## config.mk

```make
export PLATFORM = sky130hd
export DESIGN_NAME = dbg_halt_ctrl
export DESIGN_NICKNAME = d
export VERILOG_FILES = /design/src/rtl/dbg_halt_pkg.sv /design/src/rtl/dbg_restart_seq.sv /design/src/rtl/dbg_abort_track.sv /design/src/rtl/dbg_halt_ctrl.sv
export SDC_FILE = /design/constraint.sdc
export NUM_CORES = 1
export LEC_CHECK = 0
export BUFFER_PORTS_ARGS = -buffer_cell sky130_fd_sc_hd__buf_2
export CAP_MARGIN = 20
export CORE_MARGIN = 10
export CORE_UTILIZATION = 30
export CTS_CLUSTER_DIAMETER = 80
export DETAILED_ROUTE_END_ITERATION = 10
export SLEW_MARGIN = 25
export SYNTH_ARGS = -nofsm -noshare
export SYNTH_HDL_FRONTEND = slang
export SYNTH_SLANG_ARGS = --single-unit
```

## constraint.sdc

```tcl
create_clock -name clk -period 1.1 [get_ports clk]
set_input_delay 0 -clock clk [delete_from_list [all_inputs] [get_ports clk]]
set_output_delay 0 -clock clk [all_outputs]
set_load 0.1 [all_outputs]
```

## src/rtl/dbg_halt_pkg.sv

```systemverilog
package dbg_halt_pkg;

  typedef enum logic [2:0] {
    ST_RUN,
    ST_HALT,
    ST_LEAVE,
    ST_CLRH,
    ST_ACK,
    ST_RESUME,
    ST_DONE
  } seq_st_t;

  // Restart request from either source.
  function automatic logic restart_hit(input logic wr, input logic bit_val,
                                       input logic xtrig);
    return (wr & bit_val) | xtrig;
  endfunction

  // Next step of the exit chain.
  function automatic seq_st_t seq_step(input seq_st_t st);
    case (st)
      ST_HALT:   return ST_LEAVE;
      ST_LEAVE:  return ST_CLRH;
      ST_CLRH:   return ST_ACK;
      ST_ACK:    return ST_RESUME;
      ST_RESUME: return ST_DONE;
      default:   return ST_RUN;
    endcase
  endfunction

  // Abort presented to the core: pending, running, not entering, unmasked.
  function automatic logic abort_present(input logic pend, input logic run,
                                         input logic entering, input logic mask);
    return pend & run & ~entering & ~mask;
  endfunction

endpackage

```

## src/rtl/dbg_restart_seq.sv

```systemverilog
module dbg_restart_seq
  import dbg_halt_pkg::*;
(
  input  logic    clk,
  input  logic    rst_n,
  input  logic    enter_i,
  input  logic    restart_i,
  input  logic    ack_ovr_i,
  output logic    halted_o,
  output logic    restarted_o,
  output logic    ack_o,
  output logic    resume_o,
  output logic    in_dbg_o,
  output logic    running_o,
  output logic    entering_o,
  output seq_st_t state_o
);

  seq_st_t st_q;

  assign running_o  = (st_q == ST_RUN);
  assign entering_o = running_o & enter_i;
  assign state_o    = st_q;

  always_ff @(posedge clk or negedge rst_n) begin
    if (!rst_n) begin
      st_q        <= ST_RUN;
      halted_o    <= 1'b0;
      restarted_o <= 1'b1;
      ack_o       <= 1'b0;
      resume_o    <= 1'b0;
      in_dbg_o    <= 1'b0;
    end else begin
      resume_o <= 1'b0;
      case (st_q)
        ST_RUN: begin
          if (enter_i) begin
            st_q     <= ST_HALT;
            in_dbg_o <= 1'b1;
            halted_o <= 1'b1;
            ack_o    <= 1'b1;
          end
        end
        ST_HALT: begin
          if (restart_i) begin
            restarted_o <= 1'b0;
            st_q        <= seq_step(st_q);
          end
        end
        ST_LEAVE: begin
          in_dbg_o <= 1'b0;
          st_q     <= seq_step(st_q);
        end
        ST_CLRH: begin
          halted_o <= 1'b0;
          st_q     <= seq_step(st_q);
        end
        ST_ACK: begin
          ack_o <= ack_ovr_i;
          st_q  <= seq_step(st_q);
        end
        ST_RESUME: begin
          resume_o <= 1'b1;
          st_q     <= seq_step(st_q);
        end
        ST_DONE: begin
          restarted_o <= 1'b1;
          st_q        <= seq_step(st_q);
        end
        default: st_q <= ST_RUN;
      endcase
    end
  end

endmodule

```

## src/rtl/dbg_abort_track.sv

```systemverilog
module dbg_abort_track
  import dbg_halt_pkg::*;
(
  input  logic clk,
  input  logic rst_n,
  input  logic abort_evt_i,
  input  logic in_dbg_i,
  input  logic running_i,
  input  logic entering_i,
  input  logic mask_i,
  input  logic taken_i,
  input  logic sticky_clr_i,
  output logic pend_o,
  output logic take_o,
  output logic sticky_o
);

  logic record_w;
  logic discard_w;
  logic retire_w;

  assign record_w  = abort_evt_i & ~in_dbg_i;
  assign discard_w = abort_evt_i & in_dbg_i;
  assign take_o    = abort_present(pend_o, running_i, entering_i, mask_i);
  assign retire_w  = take_o & taken_i;

  always_ff @(posedge clk or negedge rst_n) begin
    if (!rst_n) begin
      pend_o   <= 1'b0;
      sticky_o <= 1'b0;
    end else begin
      pend_o   <= (pend_o & ~retire_w) | record_w;
      sticky_o <= (sticky_o & ~sticky_clr_i) | discard_w;
    end
  end

endmodule

```

## src/rtl/dbg_halt_ctrl.sv

```systemverilog
module dbg_halt_ctrl
  import dbg_halt_pkg::*;
#(
  parameter int CTL_W       = 12,
  parameter int RESTART_BIT = 1
) (
  input  logic             clk,
  input  logic             rst_n,
  input  logic             halt_req_i,
  input  logic             ctl_wr_i,
  input  logic [CTL_W-1:0] ctl_wdata_i,
  input  logic             xtrig_restart_i,
  input  logic             ack_override_i,
  input  logic             wpt_hit_i,
  input  logic             barrier_abort_i,
  input  logic             imp_abort_i,
  input  logic             sticky_clr_i,
  input  logic             abort_mask_i,
  input  logic             abort_taken_i,
  output logic             halted_o,
  output logic             restarted_o,
  output logic             sticky_abort_o,
  output logic             dbg_ack_o,
  output logic             abort_pend_o,
  output logic             abort_take_o,
  output logic             resume_o
);

  // Named internal events, exposed for the checker.
  logic    enter_req_w;
  logic    restart_req_w;
  logic    abort_evt_w;
  logic    in_dbg_w;
  logic    running_w;
  logic    entering_w;
  seq_st_t seq_state_w;

  assign enter_req_w   = halt_req_i | wpt_hit_i;
  assign restart_req_w = restart_hit(ctl_wr_i, ctl_wdata_i[RESTART_BIT], xtrig_restart_i);
  assign abort_evt_w   = imp_abort_i | barrier_abort_i;

  dbg_restart_seq u_seq (
    .clk         (clk),
    .rst_n       (rst_n),
    .enter_i     (enter_req_w),
    .restart_i   (restart_req_w),
    .ack_ovr_i   (ack_override_i),
    .halted_o    (halted_o),
    .restarted_o (restarted_o),
    .ack_o       (dbg_ack_o),
    .resume_o    (resume_o),
    .in_dbg_o    (in_dbg_w),
    .running_o   (running_w),
    .entering_o  (entering_w),
    .state_o     (seq_state_w)
  );

  dbg_abort_track u_abort (
    .clk          (clk),
    .rst_n        (rst_n),
    .abort_evt_i  (abort_evt_w),
    .in_dbg_i     (in_dbg_w),
    .running_i    (running_w),
    .entering_i   (entering_w),
    .mask_i       (abort_mask_i),
    .taken_i      (abort_taken_i),
    .sticky_clr_i (sticky_clr_i),
    .pend_o       (abort_pend_o),
    .take_o       (abort_take_o),
    .sticky_o     (sticky_abort_o)
  );

endmodule

```

; Word level (Yosys, flattened, before mapping)
; Cells that the tools add are included.
[totals]
elab_cells = 56
in_bits = 24
regBits = 10
[op_classes]
n_reduce_logical = 10
eq_ne = 8
n_mux = 10
bitwise = 20
[ops]
columns = cell, n
row1 = 3-bit case mux with 6 select lines, 1
row2 = 1-bit AND, 10
row3 = 2-bit AND reduction, 5
row4 = 3-bit == test (second input constant), 3
row5 = 1-bit case mux with 2 select lines, 4
row6 = 2-bit nonzero test, 4
row7 = 3-bit by 2-bit == test with 1-bit output (second input constant), 2
row8 = 3-bit 2-to-1 mux, 2
row9 = 1-bit inverter, 5
row10 = 1-bit OR, 5
row11 = 2-bit != test (second input constant), 2
row12 = 3-bit by 1-bit == test with 1-bit output (second input constant), 1
row13 = 3-bit logical NOT, 1
row14 = 1-bit 2-to-1 mux, 3

; Longest topological paths before layout
[depth]
ltp_word = 9
depth_mapped = 4
mapped_depth_nobuf = 3

; By module
; Synthesis repeated with hierarchy kept, for this count alone.
[hier_totals]
hier_cells = 51
area_unflattened_um2 = 493.0
[by_module_without_submodules]
columns = mod, instances, seq_area_each_um2, cells_each, area_per_inst_um2
row1 = dbg_restart_seq, 1, 201.4, 38, 375.4
row2 = dbg_abort_track, 1, 50.0, 10, 97.6
row3 = dbg_halt_ctrl, 1, 0.0, 3, 20.0

; Worst setup path after synthesis
; No wires, ideal clock.
[synth_path]
path_type = register to output
start = register u_abort.pend_o
end = output abort_take_o
arrival_time_ps = 1833
path_stages_with_launch = 2
required_time_ps = 1100
slack_ps = -733
cell_sequence = dfrtp_1 -> and3_1
[synth_between]
elab_chain_cells = 3
[synth_lines]
columns = item, line
row1 = from (decl), dbg_abort_track.sv:13  ; output logic pend_o,
row2 = from (signal assigned), dbg_abort_track.sv:32  ; pend_o <= (pend_o & ~retire_w) | record_w;
row3 = 1-bit AND (3 in a row), dbg_halt_pkg.sv:34  ; return pend & run & ~entering & ~mask;
row4 = to (decl), dbg_halt_ctrl.sv:25  ; output logic abort_take_o,
; Every way passes these cells.

; Final worst setup path
[layout_path]
start = register u_seq.st_q[2] (netlist: u_seq.state_o[2])
end = output abort_take_o
[layout_between]
elab_chain_cells = 5
elab_cells_between_ends = 6
classes_between = bitwise: 5 / reduce/logical: 1
[layout_lines]
columns = item, line
row1 = from (decl), dbg_restart_seq.sv:19  ; seq_st_t st_q;
row2 = from (signal assigned), dbg_restart_seq.sv:47  ; st_q <= seq_step(st_q);
row3 = from (signal assigned), dbg_restart_seq.sv:52  ; st_q <= seq_step(st_q);
row4 = from (signal assigned), dbg_restart_seq.sv:56  ; st_q <= seq_step(st_q);
row5 = 3-bit logical NOT (*), dbg_restart_seq.sv:21  ; assign running_o = (st_q == ST_RUN);
row6 = 1-bit AND, dbg_restart_seq.sv:22  ; assign entering_o = running_o & enter_i;
row7 = 1-bit inverter, dbg_halt_pkg.sv:34
row8 = 1-bit AND (*) (2 in a row), dbg_halt_pkg.sv:34
; Every way passes the cells marked *; elsewhere a longest branch is shown, timed or not.

==> metrics.md <==
| Metric | Value |
|---|---|
| Post-route core utilization | `a little under three fifths` |
| Syn Nets | `68` |
| Worst VDD drop | `approximately 1.9 mV` |
| Startpoint Class | `flop` |
| Synth Area in XOR/XNOR | `0%` |
| Multi-input gate area | `~200 um2` |
| First-pass GRT wire length | `1.91 mm` |
| Initial Utilization | `~33%` |
| Clock Latency Late Sink | `between 0.2 and 0.3 ns` |
| Remaining DRCs | `0` |
| Worst-path cell chain | `nor4_2 -> and3_4 -> buf_12` |
| H-tree levels | `1` |
| Failing checks | `negative setup slack` |
| Cell count after placement | `just under 80` |
| Endpoints failing hold | `0` |
| Post-DP HPWL | `between 800 and 900 um` |
| Synthesized area | `between 400 and 500 um2` |
| Largest area contributor in the netlist | `dfrtp_1` |
| Crit path kind | `reg -> out` |
| Top-area cell type share of the netlist area | `a little over 50%` |
| Max Cap Viol | `0` |
| Register Area | `between 200 and 300 um2` |
| Clock Tree Root | `clkbuf_4` |
| Clock sinks | `10` |
| Crit path DAT | `~1.2 ns` |
| Mux share of post-synthesis cell area | `2.25%` |
| Simple-gate share of the synthesized area | `16.3%` |
| Yosys warning count | `0` |
| Final Instance Area | `749 um2` |
| Outcome | `finished, violations left` |
| Worst Hold Class | `in -> reg` |
| Total GRT Usage | `6.91%` |
| Initial antenna violation count | `0` |
| Vias in the first global route | `roughly 460` |
| Number of routed nets with antenna violations | `0` |
| Most frequent cells after synthesis | `dfrtp_1, inv_1, a21oi_1, nand2_1, o21ai_0` |
| Min Clock Period, post-route | `roughly 1.2 ns` |
| Rows | `13` |
| Fill cells | `roughly 110` |
| Layout area overhead | `68.7%` |
| Critical Path RT | `1.10 ns` |
| DRT Pass-1 Iters | `3` |
| CTS tree | `yes` |
| Worst Setup End Kind | `output port` |
| Die area | `around 0.0034 mm2` |
| CTS Buf Count | `3` |
| IO Port Bufs | `19` |
| Final Skew | `0.000446 ns` |
| Clk buf depth | `2` |
| Syn Area/Cell | `10.1 um2` |
| Dominant cell by count in the synthesized netlist | `dfrtp_1` |
| Period utilisation layout | `111%` |
| Post-synth top flop | `dfrtp_1` |
| Final hold slack | `0.00662 ns` |
| Global route overflow | `0` |
| Die Wd | `between 50 and 60 um` |
| DR WL/cell | `between 10 and 15 um` |
| Critical path's slowest cell | `dfrtp_1` |
| DP Worst Slack | `around 0.021 ns` |
| Setup violators final | `1` |
| Ant. Diodes | `0` |
| Cells after synthesis | `44` |
| RSZ-0062 raised after global routing | `true` |
| CP max stage delay | `about 0.4 ns` |
| Fin worst setup slack | `-0.123 ns` |
| Ys async rst share | `100%` |
| Share of cells above drive strength 1 | `53.4%` |
| Largest fanout on the critical path | `2` |
| Non-filler cells, final | `88` |
| Compound-cell area share of the yosys netlist | `about a fifth` |
| PwrDens | `between 3000 and 4000 mW/mm2` |
| # IOs | `31` |
| Slew margin rel. | `67.5%` |
| Post-synthesis sequential element count | `10` |
| Vias | `~400` |
| Worst slew pin tran | `slightly below 0.5 ns` |
| Synth top area cells | `dfrtp_1, dfstp_2, inv_1` |
| Post-Synth Adder-Cell Area | `0%` |
| Max-slew violations | `0` |
| Placeable core area | `around 0.0014 mm2` |
| Largest net degree at the start of global routing | `11` |
| Vias per cell | `approximately 4.7` |
| RePlAce Congestion | `0.769` |
| Sequential share of the synthesized area | `between 50% and 60%` |
| Number of flops mapped to enable cells by yosys | `0` |
| CTS clk-pin slew, worst paths | `about 0.060 ns` |
| Leak | `approximately 0.35 nW` |
| Max Fclk | `between 800 and 900 MHz` |
| Final #Nets | `approximately 100` |
| Final wirelength | `about 1.1 mm` |
| Initial drt markers | `4` |
| Largest family of logic cells by synthesized area | `compound AO/OA/AOI/OAI gates` |
| Synth cell types | `23` |
| Die H | `between 50 and 60 um` |
| Post-Place Cell Area | `~640 um2` |
[state kept, by name, indices dropped and copies added, names as in the netlist]
register / flops
u_abort.pend_o: 1
u_abort.sticky_o: 1
u_seq.ack_o: 1
u_seq.halted_o: 1
u_seq.in_dbg_o: 1
u_seq.restarted_o: 1
u_seq.resume_o: 1
u_seq.state_o: 3
[worst max-delay path: cells and delay by family, from the launching register on]
kind / cells / cell delay [ns]
buffers and inverters: 1 / 0.17
DFF: 1 / 0.39
and+or+nand+nor: 2 / 0.40
[area by class of cell]
type                       instances  share of cell area, %
inverter                           5                   2.50
multi-input combinational         28                   26.2
tap                               15                   2.50
clock buffer                       4                   4.84
sequential                        10                   34.9
timing repair buffer              26                   29.0
[power by group]
part | switching, mW | internal [mW]
clock network | 0.122 | 0.201
logic | 0.898 | 0.460
registers | 0.142 | 0.549
[final timing paths]
kind / from / endpoint / slack, ns / cells after the start
worst max-delay path: u_seq.state_o[2]$_DFFE_PN0P_ / abort_take_o / -0.12 / 3
worst min-delay path: barrier_abort_i / u_abort.sticky_o$_DFF_PN0_ / 0.007 / 3
worst max register to register: u_seq.state_o[0]$_DFFE_PN0P_ / u_seq.ack_o$_DFFE_PN0P_ / 0.06 / 4
worst min register to register: u_seq.in_dbg_o$_DFFE_PN0P_ / u_abort.pend_o$_DFF_PN0_ / 0.48 / 1
max in group asynchronous: rst_n / u_seq.restarted_o$_DFFE_PN1P_ / 0.72 / 2
min in group asynchronous: rst_n / u_seq.ack_o$_DFFE_PN0P_ / 0.13 / 2
[cell families after synthesis]
kind of cell           count (synthesis)
AOI/OAI and AO/OA                     14
buffers and inverters                  6
DFF                                   10
muxes                                  1
and+or+nand+nor                       13
[cell usage in the layout (no fill, tap or decap), types with 2 or more instances in the layout]
| cell | n |
|---|---|
| dfrtp_2 | 5 |
| nand2_1 | 3 |
| inv_1 | 5 |
| dlygate4sd3_1 | 4 |
| o21ai_1 | 2 |
| buf_12 | 4 |
| a31oi_1 | 2 |
| buf_2 | 15 |
| clkbuf_4 | 3 |
| o21ai_0 | 3 |
| buf_4 | 3 |
| a21oi_1 | 3 |
| dfrtp_1 | 4 |
[timing repair]
item                                    CTS  global route
setup buffers                             1             0
hold buffers                              4             0
endpoints found under the setup margin    1             5
pin swaps                                 2             1
hold endpoints to repair                 12             0
gates resized for setup                   0             5
[through the flow]
stage          setup TNS [ns]  power [mW]
2_1_floorplan         -0.0520        1.56
3_3_place_gp                0        1.92
3_5_place_dp                0        1.93
4_1_cts                -0.142        2.30
5_1_grt                -0.241        2.53
6_report               -0.123        2.37
[per-layer routing]
metal	global-route usage, %	wire [um]	up-vias
li1	-	-	214
met1	7.35	510	183
met2	10.6	476	14
met3	3.65	115	0
met4	4.03	0	0
met5	0	0	-
No activity file was read; power rests on OpenSTA's default activity.
